===== config.mk =====
export PLATFORM = sky130hd
export DESIGN_NAME = sar_adc_ctrl
export DESIGN_NICKNAME = d
export VERILOG_FILES = /design/src/rtl/sar_adc_pkg.sv /design/src/rtl/sar_seq_timer.sv /design/src/rtl/sar_bit_reg.sv /design/src/rtl/sar_adc_ctrl.sv
export SDC_FILE = /design/constraint.sdc
export NUM_CORES = 1
export LEC_CHECK = 0
export BUFFER_PORTS_ARGS = -buffer_cell sky130_fd_sc_hd__buf_2
export CORE_ASPECT_RATIO = 0.7
export CORE_MARGIN = 10
export CORE_UTILIZATION = 54
export DETAILED_ROUTE_END_ITERATION = 6
export PLACE_DENSITY = 0.86
export SYNTH_ARGS = -nofsm -noshare
export SYNTH_HDL_FRONTEND = slang
export SYNTH_SLANG_ARGS = --single-unit
export TNS_END_PERCENT = 20

===== constraint.sdc =====
create_clock -name clk_i -period 2.2 [get_ports clk_i]
set_input_delay 0.44 -clock clk_i [delete_from_list [all_inputs] [get_ports clk_i]]
set_output_delay 0.44 -clock clk_i [all_outputs]
set_load 0.005 [all_outputs]

===== src/rtl/sar_adc_pkg.sv =====
package sar_adc_pkg;
  typedef enum logic [1:0] {
    PH_IDLE,
    PH_SETUP,
    PH_TRIAL,
    PH_STORE
  } phase_e;
endpackage


===== src/rtl/sar_seq_timer.sv =====
module sar_seq_timer
  import sar_adc_pkg::*;
#(
  parameter int unsigned WIDTH        = 10,
  parameter int unsigned TRIAL_CYCLES = 12,
  localparam int unsigned IW = $clog2(WIDTH),
  localparam int unsigned CW = $clog2(TRIAL_CYCLES)
) (
  input  logic          clk_i,
  input  logic          rst_ni,
  input  logic          start_i,
  output phase_e        phase_o,
  output logic [IW-1:0] bit_idx_o,
  output logic          setup_o,
  output logic          sample_o,
  output logic          store_o
);
  localparam logic [CW-1:0] LAST_CNT = CW'(TRIAL_CYCLES - 1);
  localparam logic [IW-1:0] TOP_IDX  = IW'(WIDTH - 1);

  phase_e        phase_q;
  logic [CW-1:0] cnt_q;
  logic [IW-1:0] idx_q;

  always_ff @(posedge clk_i or negedge rst_ni) begin
    if (!rst_ni) begin
      phase_q <= PH_IDLE;
      cnt_q   <= '0;
      idx_q   <= '0;
    end else if (start_i) begin
      phase_q <= PH_SETUP;
      cnt_q   <= '0;
      idx_q   <= TOP_IDX;
    end else begin
      unique case (phase_q)
        PH_SETUP: begin
          phase_q <= PH_TRIAL;
          cnt_q   <= '0;
          idx_q   <= TOP_IDX;
        end
        PH_TRIAL: begin
          if (cnt_q == LAST_CNT) begin
            cnt_q <= '0;
            if (idx_q == '0) phase_q <= PH_STORE;
            else             idx_q   <= idx_q - 1'b1;
          end else begin
            cnt_q <= cnt_q + 1'b1;
          end
        end
        PH_STORE: phase_q <= PH_IDLE;
        default:  phase_q <= PH_IDLE;
      endcase
    end
  end

  assign phase_o   = phase_q;
  assign bit_idx_o = idx_q;
  assign setup_o   = (phase_q == PH_SETUP);
  assign sample_o  = (phase_q == PH_TRIAL) && (cnt_q == LAST_CNT);
  assign store_o   = (phase_q == PH_STORE);

  AST_STORE_SINGLE: assert property (@(posedge clk_i) disable iff (!rst_ni)
    (store_o && !start_i) |=> (phase_q == PH_IDLE));
endmodule


===== src/rtl/sar_bit_reg.sv =====
module sar_bit_reg
  import sar_adc_pkg::*;
#(
  parameter int unsigned WIDTH = 10,
  localparam int unsigned IW = $clog2(WIDTH)
) (
  input  logic             clk_i,
  input  logic             rst_ni,
  input  logic             start_i,
  input  logic             setup_i,
  input  logic             sample_i,
  input  phase_e           phase_i,
  input  logic [IW-1:0]    bit_idx_i,
  input  logic             cmp_i,
  output logic [WIDTH-1:0] code_o
);
  logic [WIDTH-1:0] code_q, code_nxt;

  always_comb begin
    code_nxt = code_q;
    if (!cmp_i) code_nxt[bit_idx_i] = 1'b0;
    if (bit_idx_i != '0) code_nxt[bit_idx_i - 1'b1] = 1'b1;
  end

  always_ff @(posedge clk_i or negedge rst_ni) begin
    if (!rst_ni)       code_q <= '0;
    else if (start_i)  code_q <= '0;
    else if (setup_i)  code_q <= {1'b1, {(WIDTH-1){1'b0}}};
    else if (sample_i) code_q <= code_nxt;
  end

  assign code_o = code_q;

  AST_LOWER_BITS_ZERO: assert property (@(posedge clk_i) disable iff (!rst_ni)
    (phase_i == PH_TRIAL) |-> ((code_q & ((WIDTH'(1) << bit_idx_i) - 1'b1)) == '0));
  AST_LOW_CMP_CLEARS: assert property (@(posedge clk_i) disable iff (!rst_ni)
    (sample_i && !start_i && !cmp_i) |=> (code_q[$past(bit_idx_i)] == 1'b0));
  AST_HIGH_CMP_KEEPS: assert property (@(posedge clk_i) disable iff (!rst_ni)
    (sample_i && !start_i && cmp_i) |=> (code_q[$past(bit_idx_i)] == 1'b1));
endmodule


===== src/rtl/sar_adc_ctrl.sv =====
module sar_adc_ctrl
  import sar_adc_pkg::*;
#(
  parameter int unsigned WIDTH        = 10,
  parameter int unsigned TRIAL_CYCLES = 12,
  localparam int unsigned IW = $clog2(WIDTH)
) (
  input  logic             clk_i,
  input  logic             rst_ni,
  input  logic             ctrl_we_i,
  input  logic             ctrl_wdata_i,
  input  logic             irq_we_i,
  input  logic             irq_wdata_i,
  input  logic             cmp_i,
  output logic             done_o,
  output logic             irq_o,
  output logic [WIDTH-1:0] result_o,
  output logic [WIDTH-1:0] dac_code_o
);
  phase_e           phase;
  logic [IW-1:0]    bit_idx;
  logic             setup, sample, store;
  logic [WIDTH-1:0] code;
  logic             done_q, irq_q;

  // only a 0 written to the completion flag launches a conversion
  logic start;
  logic irq_clr;
  assign start   = ctrl_we_i && !ctrl_wdata_i;
  assign irq_clr = irq_we_i && !irq_wdata_i;

  sar_seq_timer #(.WIDTH(WIDTH), .TRIAL_CYCLES(TRIAL_CYCLES)) u_timer (
    .clk_i     (clk_i),
    .rst_ni    (rst_ni),
    .start_i   (start),
    .phase_o   (phase),
    .bit_idx_o (bit_idx),
    .setup_o   (setup),
    .sample_o  (sample),
    .store_o   (store)
  );

  sar_bit_reg #(.WIDTH(WIDTH)) u_reg (
    .clk_i     (clk_i),
    .rst_ni    (rst_ni),
    .start_i   (start),
    .setup_i   (setup),
    .sample_i  (sample),
    .phase_i   (phase),
    .bit_idx_i (bit_idx),
    .cmp_i     (cmp_i),
    .code_o    (code)
  );

  always_ff @(posedge clk_i or negedge rst_ni) begin
    if (!rst_ni)     done_q <= 1'b1;
    else if (start)  done_q <= 1'b0;
    else if (store)  done_q <= 1'b1;
  end

  // completion outranks a same-cycle clear
  always_ff @(posedge clk_i or negedge rst_ni) begin
    if (!rst_ni)             irq_q <= 1'b0;
    else if (store && !start) irq_q <= 1'b1;
    else if (irq_clr)        irq_q <= 1'b0;
  end

  assign done_o     = done_q;
  assign irq_o      = irq_q;
  assign result_o   = code;
  assign dac_code_o = code;

  AST_START_CLEARS: assert property (@(posedge clk_i) disable iff (!rst_ni)
    start |=> (result_o == '0));
  AST_START_BUSY: assert property (@(posedge clk_i) disable iff (!rst_ni)
    start |=> !done_o);
  AST_STORE_FLAGS: assert property (@(posedge clk_i) disable iff (!rst_ni)
    (store && !start) |=> (done_o && irq_o));
  AST_IRQ_HOLD: assert property (@(posedge clk_i) disable iff (!rst_ni)
    (irq_o && !irq_clr) |=> irq_o);
  AST_IDLE_STABLE: assert property (@(posedge clk_i) disable iff (!rst_ni)
    (done_o && !start) |=> $stable(result_o));
endmodule


==> flow_metrics.tcl <==
set metrics [dict create \
    pre_cts_slack_ns 0.1640 \
    rows 15 \
    async_flop_share 1.000 \
    synth_ff_type "dfrtp_1" \
    synthAdderAreaFrac 0.08811 \
    hpwl_um 2452 \
    clock_path_buffers 2 \
    synth_edf_count 0 \
    io_buffers 28 \
    cts-buffers-inserted 3 \
    ys_ff_latch 22 \
    skew_ns 0.01271 \
    syn_nets 169 \
    worstPathCellList "inv_1 -> ha_1 -> nor3b_1 -> buf_4 -> o221ai_2 -> or3b_1 -> o21ai_0" \
    synth.area.mux_share 0 \
    cp-end-kind "flop" \
    first_iter_violations 173 \
    crit_fanout 11 \
    ant_nets 0 \
    worstSetupPathType "flop to flop" \
    fin_util 0.6384 \
    p_total_mw 1.306 \
    setup_ws_ns 0.1670 \
    grt_pass1_vias 1179 \
    hold_path.class "input pin to asynchronous set/reset pin" \
    h-tree-depth 1 \
    nFillCells 202 \
    rsz0062_at_grt "false" \
    cts_root_buffer "clkbuf_8" \
    reg2reg_to "u_timer.bit_idx_o[1]" \
    die_y_um 62.91 \
    finalSetupTns_ns 0 \
    maxCapViolations 0 \
    synth_xor_area_frac 0.006167 \
    dr.pass1.iters 4 \
    mostFrequentLayoutCells "28 x buf_2, 20 x dfrtp_1, 16 x nand2_1" \
    gr-total-overflow 0 \
    ys_types 43 \
    grt_max_degree 23 \
    io_pins 29 \
    core-area_um2 2477 \
    period_needed_ns 2.033 \
    gp_congestion 0.9128 \
    diodes 0 \
    track_usage 0.1312 \
    vias 1219 \
    synthCells 152 \
    peakVddDrop_v 0.0004272 \
    arrival_ns 2.22 \
    grt_pass1_wl_um 5533 \
    slew_violations 0 \
    crit_family "simple AND/OR/NAND/NOR gates" \
    wl_um 3169 \
    status "finished clean" \
    power.density_nw_per_um2 825.6 \
    dieArea_um2 5114 \
    crit_buf_inv 2 \
    drc 0 \
    finalHoldViolCount 0 \
    synth_area_um2 1420 \
    required_ns 2.38 \
    clkTransAtPathRegs_ns 0.09 \
    ys_seq_area_frac 0.3885 \
    p_leak_nw 0.7953 \
    final_common_cell "buf_2" \
    layout-drive-gt1-share 0.2339 \
    viasPerCell 5.946 \
    synth_top_family_by_area "simple AND/OR/NAND/NOR gates" \
    cp_slowest_cell "dfrtp_1" \
    max-slew-margin-rel 0.6290 \
    antenna_found_initial 0 \
    clock.fmax_mhz 491.9 \
    nets 189 \
    rrSetupSlack_ns 0.17 \
    setup_viol 0 \
    syn_area_per_cell_um2 9.343 \
    wire_per_inst_um 15.46 \
    synth_compound_area_frac 0.1656 \
    synth-simple-area-share 0.2626 \
    clk_latency_ns 0.27 \
    r2r_cells 7 \
    yosysWarnings 0 \
    initial_core_util 0.5732 \
    r2r-start "u_timer.bit_idx_o[1]" \
    synthToLayoutAreaGrowth_pct 11.37 \
    fin_crit_sh 0.9241 \
    cts.sinks 22 \
    cts_tree "built" \
    cpPeakStageDelay_ns 0.47 \
    worst_pin_slew_ns 0.5545 \
    dieWidth_um 81.30 \
    start_kind "flop" \
]
## state kept, by name (all words and copies together) (netlist names)
name               count
u_timer.cnt_q          4
irq_o                  1
u_reg.code_o          10
u_timer.bit_idx_o      4
done_o                 1
u_timer.phase_o        2
## per-stage QoR
step	instance area (um2)	instances	hold slack [ns]
final	1582	205	0.1274
after global placement	1525	201	0.4287
after detailed placement	1525	201	0.4350
after floorplan	1420	152	0.1444
after global routing	1582	205	0.1702
after CTS	1580	205	0.1483
## Yosys cell counts (2+ instances only)
| cell | n | share of area |
|---|---|---|
| dfrtp_1 | 21 | 0.37 |
| nand2_1 | 16 | 0.042 |
| nor2_1 | 13 | 0.034 |
| buf_4 | 10 | 0.053 |
| ha_1 | 10 | 0.088 |
| inv_1 | 7 | 0.019 |
| o21ai_0 | 7 | 0.025 |
| and3_1 | 5 | 0.022 |
| o22ai_1 | 5 | 0.022 |
| a21oi_1 | 4 | 0.014 |
| a32o_1 | 4 | 0.028 |
| and2_1 | 4 | 0.018 |
| clkbuf_1 | 4 | 0.011 |
| nand3_1 | 4 | 0.014 |
| nor2b_1 | 3 | 0.013 |
| a31oi_1 | 2 | 0.0088 |
| buf_2 | 2 | 0.0070 |
| nand2b_1 | 2 | 0.0088 |
| nand3b_1 | 2 | 0.011 |
| nand4_1 | 2 | 0.0088 |
| nor3_1 | 2 | 0.0070 |
| or3b_1 | 2 | 0.012 |
## power by group
part	switching [mW]	internal [mW]	total [mW]	leakage, nW
Combinational	0.284	0.182	0.466	0.480
Sequential	0.0714	0.476	0.547	0.286
Clock	0.133	0.160	0.292	0.0288
Total	0.488	0.818	1.31	0.795
## per-layer routing
| metal | routed length (um) | part of all wire | up-vias | GRT usage |
|---|---|---|---|---|
| li1 | - | - | 577 | - |
| met1 | 1406 | 0.44 | 586 | 0.1661 |
| met2 | 1451 | 0.46 | 54 | 0.2057 |
| met3 | 297 | 0.094 | 2 | 0.05029 |
| met4 | 13 | 0.0041 | 0 | 0.02371 |
| met5 | 0 | 0 | - | 0 |
## worst max-delay path by stage
| stage | slack (ns) | cells after the start | endpoint | startpoint |
|---|---|---|---|---|
| 6_report | 0.17 | 7 | u_timer.bit_idx_o[1] | u_timer.bit_idx_o[1] |
| 5_1_grt | 0.04 | 7 | u_timer.bit_idx_o[1] | u_timer.bit_idx_o[1] |
| 4_1_cts | 0.13 | 7 | u_timer.bit_idx_o[1] | u_timer.bit_idx_o[0] |
| 3_5_place_dp | 0.16 | 7 | u_timer.bit_idx_o[1] | u_timer.bit_idx_o[0] |
| 3_3_place_gp | 0.28 | 7 | u_timer.bit_idx_o[1] | u_timer.bit_idx_o[0] |
| 2_1_floorplan | 0.45 | 6 | u_timer.bit_idx_o[1] | u_timer.bit_idx_o[0] |
## what timing repair did
item | 4_1_cts | 5_1_grt
gates resized for setup | 0 | 1
setup buffers | 0 | 0
hold buffers | 0 | 0
setup endpoints to repair | 0 | 3
## area by class of cell
cell class                      count  area [um2]  area share
Clock buffer                        4       55.05     0.03481
Inverter                            7       26.28     0.01661
Tap cell                           34       42.54     0.02690
Multi-Input combinational cell    107       742.0      0.4691
Timing Repair Buffer               31       162.7      0.1028
Sequential cell                    22       553.0      0.3497
## cells by family after synthesis
group,count (synthesis)
adders and majority gates,10
buffers and inverters,23
AOI/OAI and AO/OA,33
xor gates and xnor gates,1
DFF,22
and+or+nand+nor,63
Power figures use the tool's default switching activity.
